===== config.mk =====
export PLATFORM = sky130hd
export DESIGN_NAME = acq_sequencer
export DESIGN_NICKNAME = d
export VERILOG_FILES = /design/src/rtl/acq_seq_pkg.sv /design/src/rtl/acq_seq_ctl.sv /design/src/rtl/acq_seq_next.sv /design/src/rtl/acq_seq_flush.sv /design/src/rtl/acq_sequencer.sv
export SDC_FILE = /design/constraint.sdc
export NUM_CORES = 1
export LEC_CHECK = 0
export CAP_MARGIN = 20
export CORE_MARGIN = 2
export CORE_UTILIZATION = 40
export DETAILED_ROUTE_END_ITERATION = 12
export GPL_ROUTABILITY_DRIVEN = 0
export GPL_TIMING_DRIVEN = 0
export PLACE_DENSITY_LB_ADDON = 0.08
export SYNTH_ARGS = -nofsm -noshare
export SYNTH_HDL_FRONTEND = slang
export SYNTH_SLANG_ARGS = --single-unit

===== constraint.sdc =====
create_clock -name clk -period 3.7 [get_ports clk]
set_input_delay 0.555 -clock clk [delete_from_list [all_inputs] [get_ports clk]]
set_output_delay 0.555 -clock clk [all_outputs]
set_load 0.005 [all_outputs]

===== src/rtl/acq_seq_pkg.sv =====
package acq_seq_pkg;

    typedef enum logic [2:0] {
        ST_IDLE  = 3'd0,
        ST_ARM   = 3'd1,
        ST_ACQ   = 3'd2,
        ST_READ  = 3'd3,
        ST_FLUSH = 3'd4
    } seq_state_e;

endpackage


===== src/rtl/acq_seq_ctl.sv =====
// Run-control flags: loop/once, run style, pause and deferred stop.
module acq_seq_ctl
    import acq_seq_pkg::*;
(
    input  logic       clk,
    input  logic       rst_n,
    input  seq_state_e state,
    input  logic       start_loop,
    input  logic       start_once,
    input  logic       mode_gated,
    input  logic       cmd_stop,
    input  logic       cmd_pause,
    input  logic       cmd_resume,
    output logic       run_loop,
    output logic       run_gated,
    output logic       paused,
    output logic       stop_pend
);

    logic in_window;
    logic in_tail;

    assign in_window = (state == ST_ARM)  || (state == ST_ACQ);
    assign in_tail   = (state == ST_READ) || (state == ST_FLUSH);

    always_ff @(posedge clk or negedge rst_n) begin
        if (!rst_n) begin
            run_loop  <= 1'b0;
            run_gated <= 1'b0;
            paused    <= 1'b0;
            stop_pend <= 1'b0;
        end else if (state == ST_IDLE) begin
            if (start_loop || start_once) begin
                run_loop  <= start_loop;
                run_gated <= mode_gated;
            end
            paused    <= 1'b0;
            stop_pend <= 1'b0;
        end else begin
            if (cmd_stop && in_window) begin
                paused <= 1'b0;
            end else if (cmd_pause && run_gated) begin
                paused <= 1'b1;
            end else if (cmd_resume) begin
                paused <= 1'b0;
            end
            if (cmd_stop && in_tail) begin
                stop_pend <= 1'b1;
            end
        end
    end

endmodule


===== src/rtl/acq_seq_next.sv =====
// Next-state decision for the sequencer.
module acq_seq_next
    import acq_seq_pkg::*;
(
    input  seq_state_e state,
    input  logic       start_loop,
    input  logic       start_once,
    input  logic       cmd_stop,
    input  logic       trig_in,
    input  logic       mem_full,
    input  logic       beam_on,
    input  logic       ro_done,
    input  logic       run_loop,
    input  logic       run_gated,
    input  logic       paused,
    input  logic       stop_pend,
    input  logic       flush_done,
    output seq_state_e state_nxt
);

    logic       hold;
    logic       window_close;
    seq_state_e cycle_end;

    assign hold         = paused && run_gated;
    assign window_close = run_gated ? (mem_full || !beam_on) : (mem_full || trig_in);
    assign cycle_end    = (stop_pend || cmd_stop || !run_loop) ? ST_IDLE : ST_ARM;

    always_comb begin
        state_nxt = state;
        unique case (state)
            ST_IDLE: begin
                if (start_loop || start_once) state_nxt = ST_ARM;
            end
            ST_ARM: begin
                if (cmd_stop)                  state_nxt = ST_IDLE;
                else if (hold)                 state_nxt = ST_ARM;
                else if (!run_gated || beam_on) state_nxt = ST_ACQ;
            end
            ST_ACQ: begin
                if (cmd_stop)          state_nxt = ST_IDLE;
                else if (hold)         state_nxt = ST_ACQ;
                else if (window_close) state_nxt = ST_READ;
            end
            ST_READ: begin
                if (!hold && ro_done) state_nxt = run_gated ? cycle_end : ST_FLUSH;
            end
            ST_FLUSH: begin
                if (flush_done) state_nxt = cycle_end;
            end
            default: state_nxt = ST_IDLE;
        endcase
    end

endmodule


===== src/rtl/acq_seq_flush.sv =====
// Counts the cycles spent in Flush.
module acq_seq_flush #(
    parameter int FLUSH_CYC = 4
) (
    input  logic clk,
    input  logic rst_n,
    input  logic in_flush,
    output logic flush_done
);

    localparam int CW = $clog2(FLUSH_CYC) + 1;

    logic [CW-1:0] cnt_q;

    always_ff @(posedge clk or negedge rst_n) begin
        if (!rst_n)        cnt_q <= '0;
        else if (in_flush) cnt_q <= cnt_q + 1'b1;
        else               cnt_q <= '0;
    end

    assign flush_done = in_flush && (cnt_q == CW'(FLUSH_CYC - 1));

endmodule


===== src/rtl/acq_sequencer.sv =====
module acq_sequencer
    import acq_seq_pkg::*;
#(
    parameter int FLUSH_CYC = 4
) (
    input  logic clk,
    input  logic rst_n,
    input  logic mode_gated,
    input  logic cmd_start_loop,
    input  logic cmd_start_once,
    input  logic cmd_stop,
    input  logic cmd_pause,
    input  logic cmd_resume,
    input  logic trig_in,
    input  logic mem_full,
    input  logic beam_on,
    input  logic ro_done,
    output logic acq_en,
    output logic ro_start,
    output logic flush,
    output logic busy
);

    seq_state_e state_q;
    seq_state_e prev_q;
    seq_state_e state_nxt;
    logic       run_loop;
    logic       run_gated;
    logic       paused;
    logic       stop_pend;
    logic       flush_done;

    acq_seq_ctl u_ctl (
        .clk        (clk),
        .rst_n      (rst_n),
        .state      (state_q),
        .start_loop (cmd_start_loop),
        .start_once (cmd_start_once),
        .mode_gated (mode_gated),
        .cmd_stop   (cmd_stop),
        .cmd_pause  (cmd_pause),
        .cmd_resume (cmd_resume),
        .run_loop   (run_loop),
        .run_gated  (run_gated),
        .paused     (paused),
        .stop_pend  (stop_pend)
    );

    acq_seq_flush #(.FLUSH_CYC(FLUSH_CYC)) u_flush (
        .clk        (clk),
        .rst_n      (rst_n),
        .in_flush   (state_q == ST_FLUSH),
        .flush_done (flush_done)
    );

    acq_seq_next u_next (
        .state      (state_q),
        .start_loop (cmd_start_loop),
        .start_once (cmd_start_once),
        .cmd_stop   (cmd_stop),
        .trig_in    (trig_in),
        .mem_full   (mem_full),
        .beam_on    (beam_on),
        .ro_done    (ro_done),
        .run_loop   (run_loop),
        .run_gated  (run_gated),
        .paused     (paused),
        .stop_pend  (stop_pend),
        .flush_done (flush_done),
        .state_nxt  (state_nxt)
    );

    // State register
    always_ff @(posedge clk or negedge rst_n) begin
        if (!rst_n) begin
            state_q <= ST_IDLE;
            prev_q  <= ST_IDLE;
        end else begin
            state_q <= state_nxt;
            prev_q  <= state_q;
        end
    end

    // Output decode
    always_comb begin
        acq_en   = 1'b0;
        ro_start = 1'b0;
        flush    = 1'b0;
        busy     = 1'b1;
        unique case (state_q)
            ST_IDLE:  busy     = 1'b0;
            ST_ARM:   ;
            ST_ACQ:   acq_en   = 1'b1;
            ST_READ:  ro_start = (prev_q != ST_READ);
            ST_FLUSH: flush    = 1'b1;
            default:  busy     = 1'b0;
        endcase
    end

endmodule


## After elaboration in Yosys (flattened, before gate mapping)

Index checks and enable logic that the tools add are counted.

| storage, ports and cells | value |
|---|---|
| flip-flop bits (word level) | 13 |

| operators by class | value |
|---|---|
| equal/unequal tests | 11 |
| multiplexer cells | 24 |
| add/subtract/negate cells | 1 |
| reduce and logical (&&, ||, !) cells | 24 |

Operators by type and width:

| kind | number |
|---|---|
| 3-bit 2-to-1 mux | 11 |
| 3-bit one-hot mux with 5 select lines | 1 |
| 1-bit 2-to-1 mux | 12 |
| 3-bit by 2-bit == test with 1-bit output (second input constant) | 3 |
| 1-bit logical OR | 8 |
| 4-bit by 2-bit != test with 1-bit output (second input constant) | 2 |
| 1-bit logical AND | 6 |
| 5-bit AND reduction | 1 |
| 1-bit zero test | 4 |
| 2-bit != test (second input constant) | 2 |
| 4-bit nonzero test | 1 |
| 4-bit OR reduction | 1 |
| 3-bit by 1-bit adder with 3-bit output (second input constant) | 1 |
| 3-bit by 1-bit == test with 1-bit output (second input constant) | 1 |
| 3-bit == test (second input constant) | 1 |
| 3-bit zero test | 1 |
| 3-bit by 2-bit != test with 1-bit output (second input constant) | 1 |
| 2-bit by 1-bit != test with 1-bit output (second input constant) | 1 |
| 2-bit AND reduction | 1 |
| 2-bit nonzero test | 1 |

## Logic depth before layout (Yosys ltp)

| logic depth | value |
|---|---|
| depth in word-level cells | 7 |
| gate-level depth with buffers | 6 |
| gate-level depth less buffers | 6 |

## Hierarchy

Synthesis repeated with hierarchy kept, for this count alone.

| unflattened totals | value |
|---|---|
| cells, all modules | 70 |
| area, all modules | 688.2 µm² |

By module, submodules not included:

| module | instances | cells each | area each (µm²) |
|---|---|---|---|
| acq_seq_ctl | 1 | 21 | 205.2 |
| acq_sequencer | 1 | 13 | 195.2 |
| acq_seq_next | 1 | 26 | 156.4 |
| acq_seq_flush | 1 | 10 | 131.4 |

## Worst setup path before layout

Ideal clock, no wire load.

| path | value |
|---|---|
| path kind | input to register |
| start | input port cmd_stop |
| end | register state_q[1] |
| stages | 5 |
| required time | 3568 ps |
| library setup time | 132 ps |
| path buffers | 1 |
| arrival time | 1312 ps |
| path slack | 2256 ps |
| cells stage by stage | buf_2 nor2_1 nand3b_1 o311ai_1 o2bb2ai_1 |

| between the ends | value |
|---|---|
| cells in the longest elaborated chain, start to end | 2 |

RTL lines:

| element | RTL line | source |
|---|---|---|
| start, declared | acq_sequencer.sv:11 | `input logic cmd_stop,` |
| 4-bit by 2-bit != test with 1-bit output (no line) (tied with other cells) | -- |  |
| 5-bit AND reduction (no line) / 3-bit one-hot mux with 5 select lines (equally long branches) | -- |  |
| end signal, assigned | acq_sequencer.sv:79 | `state_q <= state_nxt;` |
| end, declared | acq_sequencer.sv:24 | `seq_state_e state_q;` |

Parallel ways exist; a longest one is shown, timed or not.
A chain may end at the register's enable or synchronous reset.

## Worst setup path in the final report

| path | value |
|---|---|
| start | register state_q[0] |
| end | output port flush |

| between the ends | value |
|---|---|
| cells in the longest elaborated chain, start to end | 2 |

RTL lines:

| element | RTL line | source |
|---|---|---|
| 3-bit == test | acq_sequencer.sv:90 | `unique case (state_q)` |
| 1-bit 2-to-1 mux | acq_sequencer.sv:90 |  |
| end, declared | acq_sequencer.sv:20 | `output logic flush,` |

Every way passes these cells.

==> out/results.ini <==
[sta]
fin_crit_sh_pct=63.9
tns_ns=0
drv_slew=0
whs_ns=0.442
hold_viol=0
max_slew.worst_pin.slew_ns=0.607
rsz0062_at_grt=false
period_minus_slack_ns=2.36
relSlewSlack_pct=59.4
finalSetupViolCount=0
fmax_mhz=423
clock_skew_ns=0.00276

[pwr]
peakVddDrop_v=0.000343
power.density_mw_per_mm2=686
p_int_mw=0.407
p_switching_mw=0.256
p_seq_share_pct=34.2
clkPwrFrac_pct=13.8
p_total_mw=0.664
switching_share_pct=38.6
leakage_nw=0.423
comb_power_share_pct=52.0

[clock_network]
cts_buffers=3
cts_tree=built
path_clk_slew_ns=0.08
clkSinkCount=13
post-cts-setup-buffer-count=0
clock_latency_ns=0.28
ctsHoldBuffers=0
htree_levels=1
post_cts_resized=0
cts_buffer_depth=2
cts_root_buffer=clkbuf_4

[setup_path]
critPathArrivalTime_ns=1.81
crit_path_end_kind=output pin
path_cells=nor2_1, nand2_1, inv_1, clkdlybuf4s50_1
r2r_slack_ns=2.21
crit_type=reg -> out
path_delay_family=buffers and inverters
crit_buf_inv=2
cp_max_fo=6
cpPeakStageDelay_ns=0.49
r2r_cells=6
r2r_start=u_flush.cnt_q[0]
cp.required_ns=3.14
worstReg2RegEnd=state_q[1]
cp-start-kind=register
cpMaxStageDelayCell=clkdlybuf4s50_1

[layout]
drive_above_1_share_pct=14.7
nFillCells=173
synthToLayoutAreaGrowth_pct=25.7
nNetsFinal=110
post-route-util_pct=54.8
diodes=0
design_area_sq_um=967

[logic_synthesis]
yosysTopAreaCell=dfrtp_1
synth_top_family_by_area=compound AO/OA/AOI/OAI gates
synthCells=77
synth_edf_count=0
synthTopCellsByArea=dfrtp_1, inv_1, ha_1
synth_xor_area_share_pct=1.14
syn-num-nets=91
avgSynthCellArea_sq_um=9.99
synth.distinct_cells=41
synth_simple_gate_area_share_pct=20.3
synth_seq_cells=13
synth_most_common_cell=dfrtp_1
yosys_warnings=0
synthFlopType=dfrtp_1
synth_compound_area_share_pct=21.6
syn-cell-area_sq_um=769
netlist_top_cells_count=dfrtp_1, inv_1, nand2_1, nor2_1, a31oi_1
synthAdderAreaFrac_pct=4.55
yosysSeqAreaShare_pct=42.3
synth_top_area_share_pct=42.3
async_reset_ff_share_pct=100
synth_mux_area_share_pct=1.46

[job]
cap_violations=0

[detailed_routing]
ant_nets=0
drc_errors=0
wire_per_inst_um=12.5
first_pass_iters=4
viasPerCell=5.12
wirelength_um=1500
drtIter0Drc=8
num_vias=614

[die]
row_count=15
dieHeight_um=47.9
num_io_pins=16
core_area_sq_mm=0.00176
die_w_um=47.9
dieArea_sq_mm=0.00229
initial_core_util_pct=43.6

[placement]
hpwlAfterDp_um=1120
portBuffers=14
placed_cell_area_sq_um=941

[min_path]
holdPathEnd=u_flush.cnt_q[0]
min_path_cells=1
hold_path.class=reg -> reg
worst_hold_startpoint=u_flush.cnt_q[0]

[run_status]
status=finished, final reports clean

[grt]
grt_pass1_vias=566
grt-ovfl-total=0
grt_max_degree=14
grt.total_usage_pct=16.4
grt_antenna_before_repair=0
grt_pass1_wl_um=2480

power groups by stage:
stage / Sequential [mW] / Combinational, mW / Clock, mW
3_3_place_gp: 0.229 / 0.344 / 0
3_5_place_dp: 0.230 / 0.349 / 0
2_1_floorplan: 0.220 / 0.255 / 0
5_1_grt: 0.234 / 0.383 / 0.103
4_1_cts: 0.227 / 0.350 / 0.0956
6_report: 0.227 / 0.345 / 0.0919
kinds of logic after synthesis:
group | Yosys count
compound gates | 21
xor+xnor | 1
fa+ha+maj | 3
buf+inv | 12
flops | 13
mux | 1
simple gates | 26
metrics by stage:
| stage | setup slack, ns | std cells |
|---|---|---|
| after floorplan | 2.26 | 77 |
| after global placement | 1.63 | 116 |
| after detailed placement | 1.63 | 116 |
| after CTS | 1.31 | 120 |
| after global routing | 1.18 | 120 |
| final | 1.34 | 120 |
layer usage:
layer	global-route usage (%)	wire length [um]
met1	20.8	710
met2	24.5	679
met3	4.53	61
met4	9.73	48
met5	0	0
state kept, by name (all words and copies together), names as in the netlist:
name,flops
u_ctl.run_gated,1
state_q,3
prev_q,3
u_ctl.stop_pend,1
u_ctl.run_loop,1
u_ctl.paused,1
u_flush.cnt_q,3
worst max path at each step:
stage | endpoint | start | slack [ns] | cells past startpoint
4_1_cts | flush | state_q[0] | 1.31 | 4
2_1_floorplan | state_q[1] | cmd_stop | 2.26 | 5
5_1_grt | flush | state_q[0] | 1.18 | 4
6_report | flush | state_q[0] | 1.34 | 4
3_5_place_dp | flush | state_q[0] | 1.63 | 4
3_3_place_gp | flush | state_q[0] | 1.63 | 4
layout make-up:
cell class / count / area (sq um) / share of cell area (%)
Timing Repair Buffer: 14 / 140 / 14.5
Sequential cell: 13 / 325 / 33.6
Tap cell: 25 / 31.3 / 3.23
Inverter: 7 / 26.3 / 2.72
Clock buffer: 4 / 26.3 / 2.72
Multi-Input combinational cell: 52 / 378 / 39.1
Buffer: 5 / 40.0 / 4.14
cell usage in the layout, fill, tap and decap left out, types with 2 or more instances in the layout:
cell and n:
ha_1 2, nor2b_1 2, nor2_1 6, clkdlybuf4s50_1 14, nand2_1 6, nor3_1 2, buf_6 2, o21ai_1 2
dfrtp_1 13, clkbuf_4 3, a31oi_1 3, buf_2 2, inv_1 7
No activity file was read; power rests on OpenSTA's default activity.
